==> config.mk <==
export PLATFORM = sky130hd
export DESIGN_NAME = vrotmask_unit
export DESIGN_NICKNAME = d
export VERILOG_FILES = /design/src/rtl/vrm_pkg.sv /design/src/rtl/vrm_mask.sv /design/src/rtl/vrm_rot.sv /design/src/rtl/vrm_lane.sv /design/src/rtl/vrm_laneset.sv /design/src/rtl/vrm_stage.sv /design/src/rtl/vrotmask_unit.sv
export SDC_FILE = /design/constraint.sdc
export NUM_CORES = 2
export LEC_CHECK = 0
export ABC_AREA = 1
export BUFFER_PORTS_ARGS = -buffer_cell sky130_fd_sc_hd__buf_2
export CAP_MARGIN = 15
export CORE_MARGIN = 1
export CORE_UTILIZATION = 37
export DETAILED_ROUTE_END_ITERATION = 8
export SETUP_SLACK_MARGIN = 0.3
export SKIP_CTS_REPAIR_TIMING = 1
export SLEW_MARGIN = 20
export SYNTH_ARGS = -nofsm -noshare
export SYNTH_HDL_FRONTEND = slang
export SYNTH_SLANG_ARGS = --single-unit
==> constraint.sdc <==
create_clock -name clk -period 0.87 [get_ports clk]
set_clock_uncertainty 0.1 [all_clocks]
set_input_delay 0.1305 -clock clk [delete_from_list [all_inputs] [get_ports clk]]
set_output_delay 0.1305 -clock clk [all_outputs]
set_load 0.03 [all_outputs]
==> src/rtl/vrm_pkg.sv <==
package vrm_pkg;
  localparam int unsigned VEC_BITS = 128;
  localparam int unsigned NAR_BITS = 32;
  localparam int unsigned WID_BITS = 64;
  localparam int unsigned AMT_LSB  = 0;
  localparam int unsigned FIN_LSB  = 8;
  localparam int unsigned BEG_LSB  = 16;

  typedef enum logic { LANES_NARROW = 1'b0, LANES_WIDE = 1'b1 } lane_mode_e;
  typedef enum logic { MERGE_AND = 1'b0, MERGE_INSERT = 1'b1 } merge_mode_e;

  // Run of ones from big-endian position beg to fin, complemented on wrap.
  function automatic logic [WID_BITS-1:0] span_bits(input int unsigned w,
                                                    input int unsigned beg,
                                                    input int unsigned fin);
    logic [WID_BITS-1:0] ones;
    logic [WID_BITS-1:0] upper;
    logic [WID_BITS-1:0] lower;
    ones  = (w == WID_BITS) ? '1 : ((WID_BITS'(1) << w) - 1'b1);
    upper = ones >> beg;
    lower = (ones >> fin) >> 1;
    return (beg > fin) ? (~(upper ^ lower) & ones) : (upper ^ lower);
  endfunction
endpackage

==> src/rtl/vrm_mask.sv <==
module vrm_mask #(
  parameter int unsigned W    = 32,
  localparam int unsigned IDXW = $clog2(W)
) (
  input  logic [IDXW-1:0] beg,
  input  logic [IDXW-1:0] fin,
  output logic [W-1:0]    mask,
  output logic            wrap
);
  import vrm_pkg::*;
  logic [WID_BITS-1:0] full;

  always_comb begin
    full = span_bits(W, int'(beg), int'(fin));
    mask = full[W-1:0];
    wrap = (beg > fin);
  end

  if (W < WID_BITS) begin : g_trim
    logic unused_hi;
    assign unused_hi = ^full[WID_BITS-1:W];
  end
endmodule

==> src/rtl/vrm_rot.sv <==
module vrm_rot #(
  parameter int unsigned W    = 32,
  localparam int unsigned IDXW = $clog2(W)
) (
  input  logic [W-1:0]    din,
  input  logic [IDXW-1:0] amt,
  output logic [W-1:0]    dout
);
  logic [2*W-1:0] dbl;

  always_comb begin
    dbl  = {din, din} << amt;
    dout = dbl[2*W-1:W];
  end
endmodule

==> src/rtl/vrm_lane.sv <==
module vrm_lane #(
  parameter int unsigned W    = 32,
  localparam int unsigned IDXW = $clog2(W)
) (
  input  logic [W-1:0]    src,
  input  logic [W-1:0]    ctl,
  input  logic [W-1:0]    old,
  input  logic            ins,
  output logic [W-1:0]    res,
  output logic [W-1:0]    mask,
  output logic [W-1:0]    rot,
  output logic            wrap,
  output logic [IDXW-1:0] beg,
  output logic [IDXW-1:0] fin
);
  import vrm_pkg::*;
  logic [IDXW-1:0] amt;
  logic            unused_ctl;

  assign amt        = ctl[AMT_LSB +: IDXW];
  assign fin        = ctl[FIN_LSB +: IDXW];
  assign beg        = ctl[BEG_LSB +: IDXW];
  assign unused_ctl = ^ctl;

  vrm_rot #(.W(W)) u_rot (.din(src), .amt(amt), .dout(rot));
  vrm_mask #(.W(W)) u_mask (.beg(beg), .fin(fin), .mask(mask), .wrap(wrap));

  always_comb begin
    if (merge_mode_e'(ins) == MERGE_INSERT) res = (rot & mask) | (old & ~mask);
    else                                    res = rot & mask;
  end
endmodule

==> src/rtl/vrm_laneset.sv <==
module vrm_laneset #(
  parameter int unsigned VW   = 128,
  parameter int unsigned W    = 32,
  localparam int unsigned NL   = VW / W,
  localparam int unsigned IDXW = $clog2(W)
) (
  input  logic          clk,
  input  logic          rst_n,
  input  logic          chk_en,
  input  logic          ins,
  input  logic [VW-1:0] src,
  input  logic [VW-1:0] ctl,
  input  logic [VW-1:0] old,
  output logic [VW-1:0] res
);
  for (genvar i = 0; i < NL; i++) begin : g_lane
    logic [W-1:0]    l_res, l_mask, l_rot, l_old;
    logic            l_wrap;
    logic [IDXW-1:0] l_beg, l_fin;

    assign l_old = old[i*W +: W];

    vrm_lane #(.W(W)) u_lane (
      .src (src[i*W +: W]),
      .ctl (ctl[i*W +: W]),
      .old (l_old),
      .ins (ins),
      .res (l_res),
      .mask(l_mask),
      .rot (l_rot),
      .wrap(l_wrap),
      .beg (l_beg),
      .fin (l_fin)
    );
    assign res[i*W +: W] = l_res;


    and_clear_chk: assert property (@(posedge clk) disable iff (!rst_n)
      (chk_en && !ins) |-> ((l_res & ~l_mask) == '0));

    insert_keep_chk: assert property (@(posedge clk) disable iff (!rst_n)
      (chk_en && ins) |-> ((l_res & ~l_mask) == (l_old & ~l_mask)));

    rot_pass_chk: assert property (@(posedge clk) disable iff (!rst_n)
      chk_en |-> ((l_res & l_mask) == (l_rot & l_mask)));

    single_bit_chk: assert property (@(posedge clk) disable iff (!rst_n)
      (chk_en && (l_beg == l_fin)) |-> ($countones(l_mask) == 1));

    wrap_full_chk: assert property (@(posedge clk) disable iff (!rst_n)
      (chk_en && l_wrap && (l_beg == l_fin + 1'b1)) |-> (&l_mask));
  end
endmodule

==> src/rtl/vrm_stage.sv <==
module vrm_stage #(
  parameter int unsigned W       = 128,
  parameter bit          REG_OUT = 1'b1
) (
  input  logic         clk,
  input  logic         rst_n,
  input  logic         vld_d,
  input  logic [W-1:0] dat_d,
  output logic         vld_o,
  output logic [W-1:0] dat_o
);
  if (REG_OUT) begin : g_reg
    logic         vld_q;
    logic [W-1:0] dat_q;

    always_ff @(posedge clk or negedge rst_n) begin
      if (!rst_n) begin
        vld_q <= 1'b0;
        dat_q <= '0;
      end else begin
        vld_q <= vld_d;
        if (vld_d) dat_q <= dat_d;
      end
    end
    assign vld_o = vld_q;
    assign dat_o = dat_q;


    idle_hold_chk: assert property (@(posedge clk) disable iff (!rst_n)
      !vld_d |=> $stable(dat_o));

    valid_follow_chk: assert property (@(posedge clk) disable iff (!rst_n)
      vld_d |=> vld_o);
  end else begin : g_thru
    logic unused_clk;
    assign unused_clk = clk ^ rst_n;
    assign vld_o = vld_d;
    assign dat_o = dat_d;
  end
endmodule

==> src/rtl/vrotmask_unit.sv <==
module vrotmask_unit #(
  parameter int unsigned VEC_W   = vrm_pkg::VEC_BITS,
  parameter int unsigned NAR_W   = vrm_pkg::NAR_BITS,
  parameter int unsigned WID_W   = vrm_pkg::WID_BITS,
  parameter bit          REG_OUT = 1'b1
) (
  input  logic             clk,
  input  logic             rst_n,
  input  logic             in_valid,
  input  logic             wide_sel,
  input  logic             ins_sel,
  input  logic [VEC_W-1:0] src_a,
  input  logic [VEC_W-1:0] ctl_b,
  input  logic [VEC_W-1:0] old_c,
  output logic             out_valid,
  output logic [VEC_W-1:0] res
);
  import vrm_pkg::*;
  logic [VEC_W-1:0] nar_res, wid_res, sel_res;

  vrm_laneset #(.VW(VEC_W), .W(NAR_W)) u_nar (
    .clk(clk), .rst_n(rst_n), .chk_en(in_valid), .ins(ins_sel),
    .src(src_a), .ctl(ctl_b), .old(old_c), .res(nar_res)
  );

  vrm_laneset #(.VW(VEC_W), .W(WID_W)) u_wid (
    .clk(clk), .rst_n(rst_n), .chk_en(in_valid), .ins(ins_sel),
    .src(src_a), .ctl(ctl_b), .old(old_c), .res(wid_res)
  );

  assign sel_res = (lane_mode_e'(wide_sel) == LANES_WIDE) ? wid_res : nar_res;

  vrm_stage #(.W(VEC_W), .REG_OUT(REG_OUT)) u_out (
    .clk(clk), .rst_n(rst_n), .vld_d(in_valid), .dat_d(sel_res),
    .vld_o(out_valid), .dat_o(res)
  );
endmodule

Yosys cells after proc, flatten, opt, wreduce, memory -nomap -nowiden

Cells that the tools add are included.

Bits in registers: 129
Input bits: 389
Output and inout bits: 129
Word-level logic and storage cells: 75

Order comparisons: 6
Shift operators: 18
Mux-type cells: 13
Bitwise logic cells: 36

Operators with widths:

| cell                                                | number |
|---|---|
| AND 32 bit                                          | 8 |
| AND 64 bit                                          | 4 |
| two-way mux 32 bit                                  | 8 |
| two-way mux 64 bit                                  | 4 |
| NOT 32 bit                                          | 8 |
| NOT 64 bit                                          | 4 |
| << shifter 128 x 6 -> 128 bit                       | 2 |
| << shifter 64 x 5 -> 64 bit                         | 4 |
| right shift 64 x 6 -> 64 bit (first input constant) | 4 |
| right shift 32 x 5 -> 33 bit (first input constant) | 4 |
| two-way mux 128 bit                                 | 1 |
| OR 32 bit                                           | 4 |
| OR 64 bit                                           | 2 |
| right shift 32 x 5 -> 32 bit (first input constant) | 4 |
| XOR 32 bit                                          | 4 |
| XOR 64 x 63 -> 64 bit                               | 2 |
| greater-than comparator 5 bit                       | 4 |
| greater-than comparator 6 bit                       | 2 |

Depth between registers and ports, before layout

Word-level depth: 9
Depth in mapped cells: 19
Depth with buffers taken out: 16

Cells and area by module

A second synthesis with hierarchy kept.

Cell total of the unflattened synthesis: 8,683
Area total of the unflattened synthesis: 44,337.5 um^2

Modules (own cells, without submodules):

| module                                        | times used | cells an instance | area each (um^2) | seq. area each (um^2) |
|---|---|---|---|---|
| vrm_rot at u_nar.g_lane[0].u_lane.u_rot ...   | 4          | 392               | 2,583.7          | 0.0 |
| vrm_rot at u_wid.g_lane[0].u_lane.u_rot ...   | 2          | 980               | 4,455.5          | 0.0 |
| vrm_mask at u_nar.g_lane[0].u_lane.u_mask ... | 4          | 424               | 1,765.4          | 0.0 |
| vrm_mask at u_wid.g_lane[0].u_lane.u_mask ... | 2          | 695               | 3,175.5          | 0.0 |
| vrm_stage                                     | 1          | 542               | 4,984.8          | 3,228.1 |
| vrm_lane at u_nar.g_lane[0].u_lane ...        | 4          | 141               | 629.4            | 0.0 |
| vrm_lane at u_wid.g_lane[0].u_lane ...        | 2          | 275               | 1,209.9          | 0.0 |
| vrotmask_unit                                 | 1          | 413               | 1,756.7          | 0.0 |

Worst setup path before layout

Ideal clock, no wire load.

Path type: input port to flip-flop
From: input port ctl_b[76]
To: register u_out.g_reg.dat_q[84], in the netlist u_out.dat_o[84]
Setup time: 118 ps
Arrival time: 2,051 ps
Data required time: 652 ps
Slack: -1,399 ps
Cell stages on the path: 16
Path buffers: 4
Cells stage by stage: buf_2 -> inv_2 -> buf_4 -> ha_1 -> nand2_1 -> nor2_1 -> nand2_1 -> nand3_2 -> nand2_1 -> buf_6 -> buf_6 -> xor2_1 -> o21ai_0 -> nand2_1 -> nand3_1 -> nand2_1

Longest elaborated chain between the ends: 9
Elaborated cells on any way between the ends: 21
Those cells by class: order compare (2); shift (2); mux (5); bitwise (12)

Ends and longest elaborated chain:

| what                                                                         | line                | source |
|---|---|---|
| from (decl)                                                                  | vrotmask_unit.sv:13 | `input logic [VEC_W-1:0] ctl_b,` |
| right shift 64 x 6 -> 64 bit or right shift 32 x 5 -> 33 bit (tied branches) | vrm_pkg.sv:21       | `lower = (ones >> fin) >> 1;` |
| XOR 64 x 63 -> 64 bit or XOR 32 bit (tied branches)                          | vrm_pkg.sv:22       | `return (beg > fin) ? (~(upper ^ lower) & ones) : (upper ^ lower);` |
| NOT 64 bit or NOT 32 bit (tied branches)                                     | vrm_pkg.sv:22       |  |
| two-way mux 64 bit or two-way mux 32 bit (tied branches)                     | vrm_pkg.sv:22       |  |
| NOT 64 bit or NOT 32 bit (tied branches)                                     | vrm_lane.sv:29      | `if (merge_mode_e'(ins) == MERGE_INSERT) res = (rot & mask) \| (old & ~mask);` |
| AND 64 bit or AND 32 bit (tied branches)                                     | vrm_lane.sv:29      |  |
| OR 64 bit or OR 32 bit (tied branches)                                       | vrm_lane.sv:29      |  |
| two-way mux 64 bit or two-way mux 32 bit (tied branches)                     | vrm_lane.sv:29      |  |
| two-way mux 128 bit *                                                        | vrotmask_unit.sv:31 | `assign sel_res = (lane_mode_e'(wide_sel) == LANES_WIDE) ? wid_res : nar_res;` |
| to (signal assigned)                                                         | vrm_stage.sv:22     | `if (vld_d) dat_q <= dat_d;` |
| to (decl)                                                                    | vrm_stage.sv:14     | `logic [W-1:0] dat_q;` |

Every way passes the cells marked *; elsewhere a longest branch is shown, timed or not.
A chain may end at the register's enable or synchronous reset.

Worst setup path after layout

From: input port ctl_b[65]
To: register u_out.g_reg.dat_q[101], in the netlist u_out.dat_o[101]

Longest elaborated chain between the ends: 5

Ends and longest elaborated chain:

| what                            | line                           | source |
|---|---|---|
| << shifter 128 x 6 -> 128 bit * | vrm_rot.sv:12                  | `dbl = {din, din} << amt;` |
| AND 64 bit *                    | vrm_lane.sv:29, vrm_lane.sv:30 |  |
| OR 64 bit                       | vrm_lane.sv:29                 |  |
| two-way mux 64 bit *            | vrm_lane.sv:29                 |  |
| two-way mux 128 bit *           | vrotmask_unit.sv:31            |  |

Marked as above.

==> flow_metrics.env <==
export IMPL_nets=8535
export IMPL_end_kind="flop"
export IMPL_powerDensity_nw_per_um2=1210
export IMPL_coreArea_um2=89100
export IMPL_die_h_um=303
export IMPL_synthTopCellsByCount="nand2_1, nand3_1, inv_1, a21oi_1, nor2_1"
export IMPL_finalWorstPathRequiredPeriod_ns=1.76
export IMPL_syn_area_per_cell_um2=4.93
export IMPL_start_util_pct=37.6
export IMPL_drv_slew=0
export IMPL_wl_um=231000
export IMPL_critPathTopFamily="simple AND/OR/NAND/NOR gates"
export IMPL_synth_cells=6795
export IMPL_wire_per_inst_um=24.8
export IMPL_maxCapViolations=0
export IMPL_cts_root_buf="clkbuf_16"
export IMPL_synth_top_area_share_pct=30.9
export IMPL_crit_type="in -> reg"
export IMPL_cts_sinks=129
export IMPL_worst_slew_pin_slew_ns=0.543
export IMPL_max_slew_margin_rel_pct=63.7
export IMPL_syn_nets=7206
export IMPL_hold_path_class="in -> async"
export IMPL_grt_pass1_vias=48400
export IMPL_slowest_stage="o211ai_1"
export IMPL_rows=109
export IMPL_grt_ovfl_total=0
export IMPL_track_usage_pct=46.3
export IMPL_synth_most_common_cell="nand2_1"
export IMPL_drive_gt1_share_pct=35.6
export IMPL_drc=4
export IMPL_viasPerCell=5.90
export IMPL_htree_levels=4
export IMPL_gp_congestion=1.15
export IMPL_p_leak_nw=28.9
export IMPL_clkLatencyLatePin_ns=0.51
export IMPL_r2r_slack_ns=-0.12
export IMPL_cp_arrival_ns=2.06
export IMPL_ys_top_cells_by_area="nand2_1, nand3_1, dfrtp_1"
export IMPL_io_pins=518
export IMPL_setup_ws_ns=-0.894
export IMPL_final_period_utilization_pct=203
export IMPL_ys_dominant_reg_cell="dfrtp_1"
export IMPL_cts_tree="yes"
export IMPL_grt_max_degree=53
export IMPL_yosysTopAreaCell="nand2_1"
export IMPL_port_buffers=455
export IMPL_critical_path_max_stage_delay_ns=0.48
export IMPL_synth_edff_count=0
export IMPL_synth_cell_types=38
export IMPL_cts_buffer_depth=2
export IMPL_first_pass_iters=8
export IMPL_rsz0062_at_grt="true"
export IMPL_die_area_um2=91700
export IMPL_status="finished, violations left"
export IMPL_path_clk_slew_ns=0.07
export IMPL_drtIter0Drc=6964
export IMPL_worstPathRequired_ns=1.16
export IMPL_hold_violations=148
export IMPL_place_hpwl_um=184000
export IMPL_setup_tns_final_ns=-155.41
export IMPL_syn2layout_area_growth_pct=62.5
export IMPL_yosys_register_bits=129
export IMPL_synth_seq_area_share_pct=9.64
export IMPL_yosysWarnings=0
export IMPL_max_freq_mhz=567
export IMPL_synth_area_um2=33500
export IMPL_antenna_found_initial=9
export IMPL_worst_path_buf_inv=5
export IMPL_grt_first_pass_wirelength_um=313000
export IMPL_worstSetupStartpointType="input port"
export IMPL_crit_path_max_fanout=13
export IMPL_final_util_pct=61.1
export IMPL_setup_viol=257
export IMPL_cts_buffers=17
export IMPL_die_w_um=303
export IMPL_ir_drop_mv=1.87
export IMPL_violations="design-rule violations, negative hold slack, negative setup slack"
export IMPL_cp_cell_sequence="buf_2 > inv_4 > buf_12 > buf_12 > buf_4 > nand3_1 > nand3_2 > nand3_2 > nand3_2 > nand2_4 > o211ai_1 > nand2_1 > nand2_1 > nand2_1"
export IMPL_vias=54900
export IMPL_timing_hold_ws_ns=-0.626
export IMPL_synthArstFlopShare_pct=100
export IMPL_ant_nets=0
## power breakdown
group          switching (W)  leakage (nW)  internal, W
registers            0.00182          1.44      0.00720
logic                 0.0292          27.2       0.0193
clock network        0.00383         0.296      0.00476
total                 0.0349          28.9       0.0312
## cell families after synthesis
family	after synthesis	share of synthesized area [%]
and+or+nand+nor	5041	65.0
buffers and inverters	895	11.0
AOI/OAI and AO/OA	456	6.93
xor gates and xnor gates	252	6.61
DFF	129	9.64
adders and majority gates	22	0.822
## layer usage
layer | GRT usage [%] | wire (µm) | up-vias
li1 | - | - | 24800
met1 | 55.2 | 82200 | 25200
met2 | 73.2 | 99600 | 3847
met3 | 9.65 | 25900 | 1037
met4 | 34.9 | 22700 | 12
met5 | 0 | 78 | -
## cell type report
class	instances	area [µm²]
inverter	484	1950
antenna	2	5.00
tap	1165	1460
multi-input combinational	5774	31900
sequential	129	3300
clock inverter	11	153
fill	8923	34600
timing repair buffer	1718	15200
clock buffer	21	470
## state kept, by name, indices dropped and copies added, names as in the netlist
register     cells
u_out.dat_o    128
u_out.vld_o      1
## final timing paths
kind / startpoint / end / depth (start not counted)
setup / recovery: ctl_b[65] / u_out.dat_o[101]$_DFFE_PN0P_ / 14
hold / removal: rst_n / u_out.dat_o[120]$_DFFE_PN0P_ / 1
setup reg to reg: u_out.dat_o[125]$_DFFE_PN0P_ / u_out.dat_o[125]$_DFFE_PN0P_ / 3
hold reg to reg: u_out.dat_o[30]$_DFFE_PN0P_ / u_out.dat_o[30]$_DFFE_PN0P_ / 2
max in group asynchronous: rst_n / u_out.dat_o[11]$_DFFE_PN0P_ / 2
min in group clk: old_c[70] / u_out.dat_o[70]$_DFFE_PN0P_ / 5
## layout by cell type (no fill, tap or decap), types with 34 or more instances in the layout
master and count:
a21oi_1 169, a21oi_2 154, buf_12 133, buf_2 299
buf_4 1040, buf_6 198, clkbuf_16 45, dfrtp_1 74
dfrtp_2 55, inv_1 398, inv_2 56, nand2_1 2428
nand2_2 262, nand2_4 77, nand3_1 1533, nand3_2 289
nand3b_1 74, nor2_1 247, nor2_2 36, o21ai_0 59
o21ai_1 41, xnor2_1 63, xor2_1 91, xor2_2 34
## stage by stage
stage / hold WS, ns / setup WS, ns / instance area, µm² / total power (W) / cells
2_1_floorplan: -0.265 / -1.14 / 34500 / 0.0291 / 6795
3_3_place_gp: -0.104 / -1.65 / 45900 / 0.0464 / 9131
3_5_place_dp: -0.106 / -1.67 / 45900 / 0.0466 / 9131
4_1_cts: -0.634 / -1.15 / 46600 / 0.0551 / 9163
5_1_grt: -0.630 / -0.944 / 54400 / 0.0684 / 9302
6_report: -0.626 / -0.894 / 54400 / 0.0661 / 9304
(Power assumes the default switching activity.)
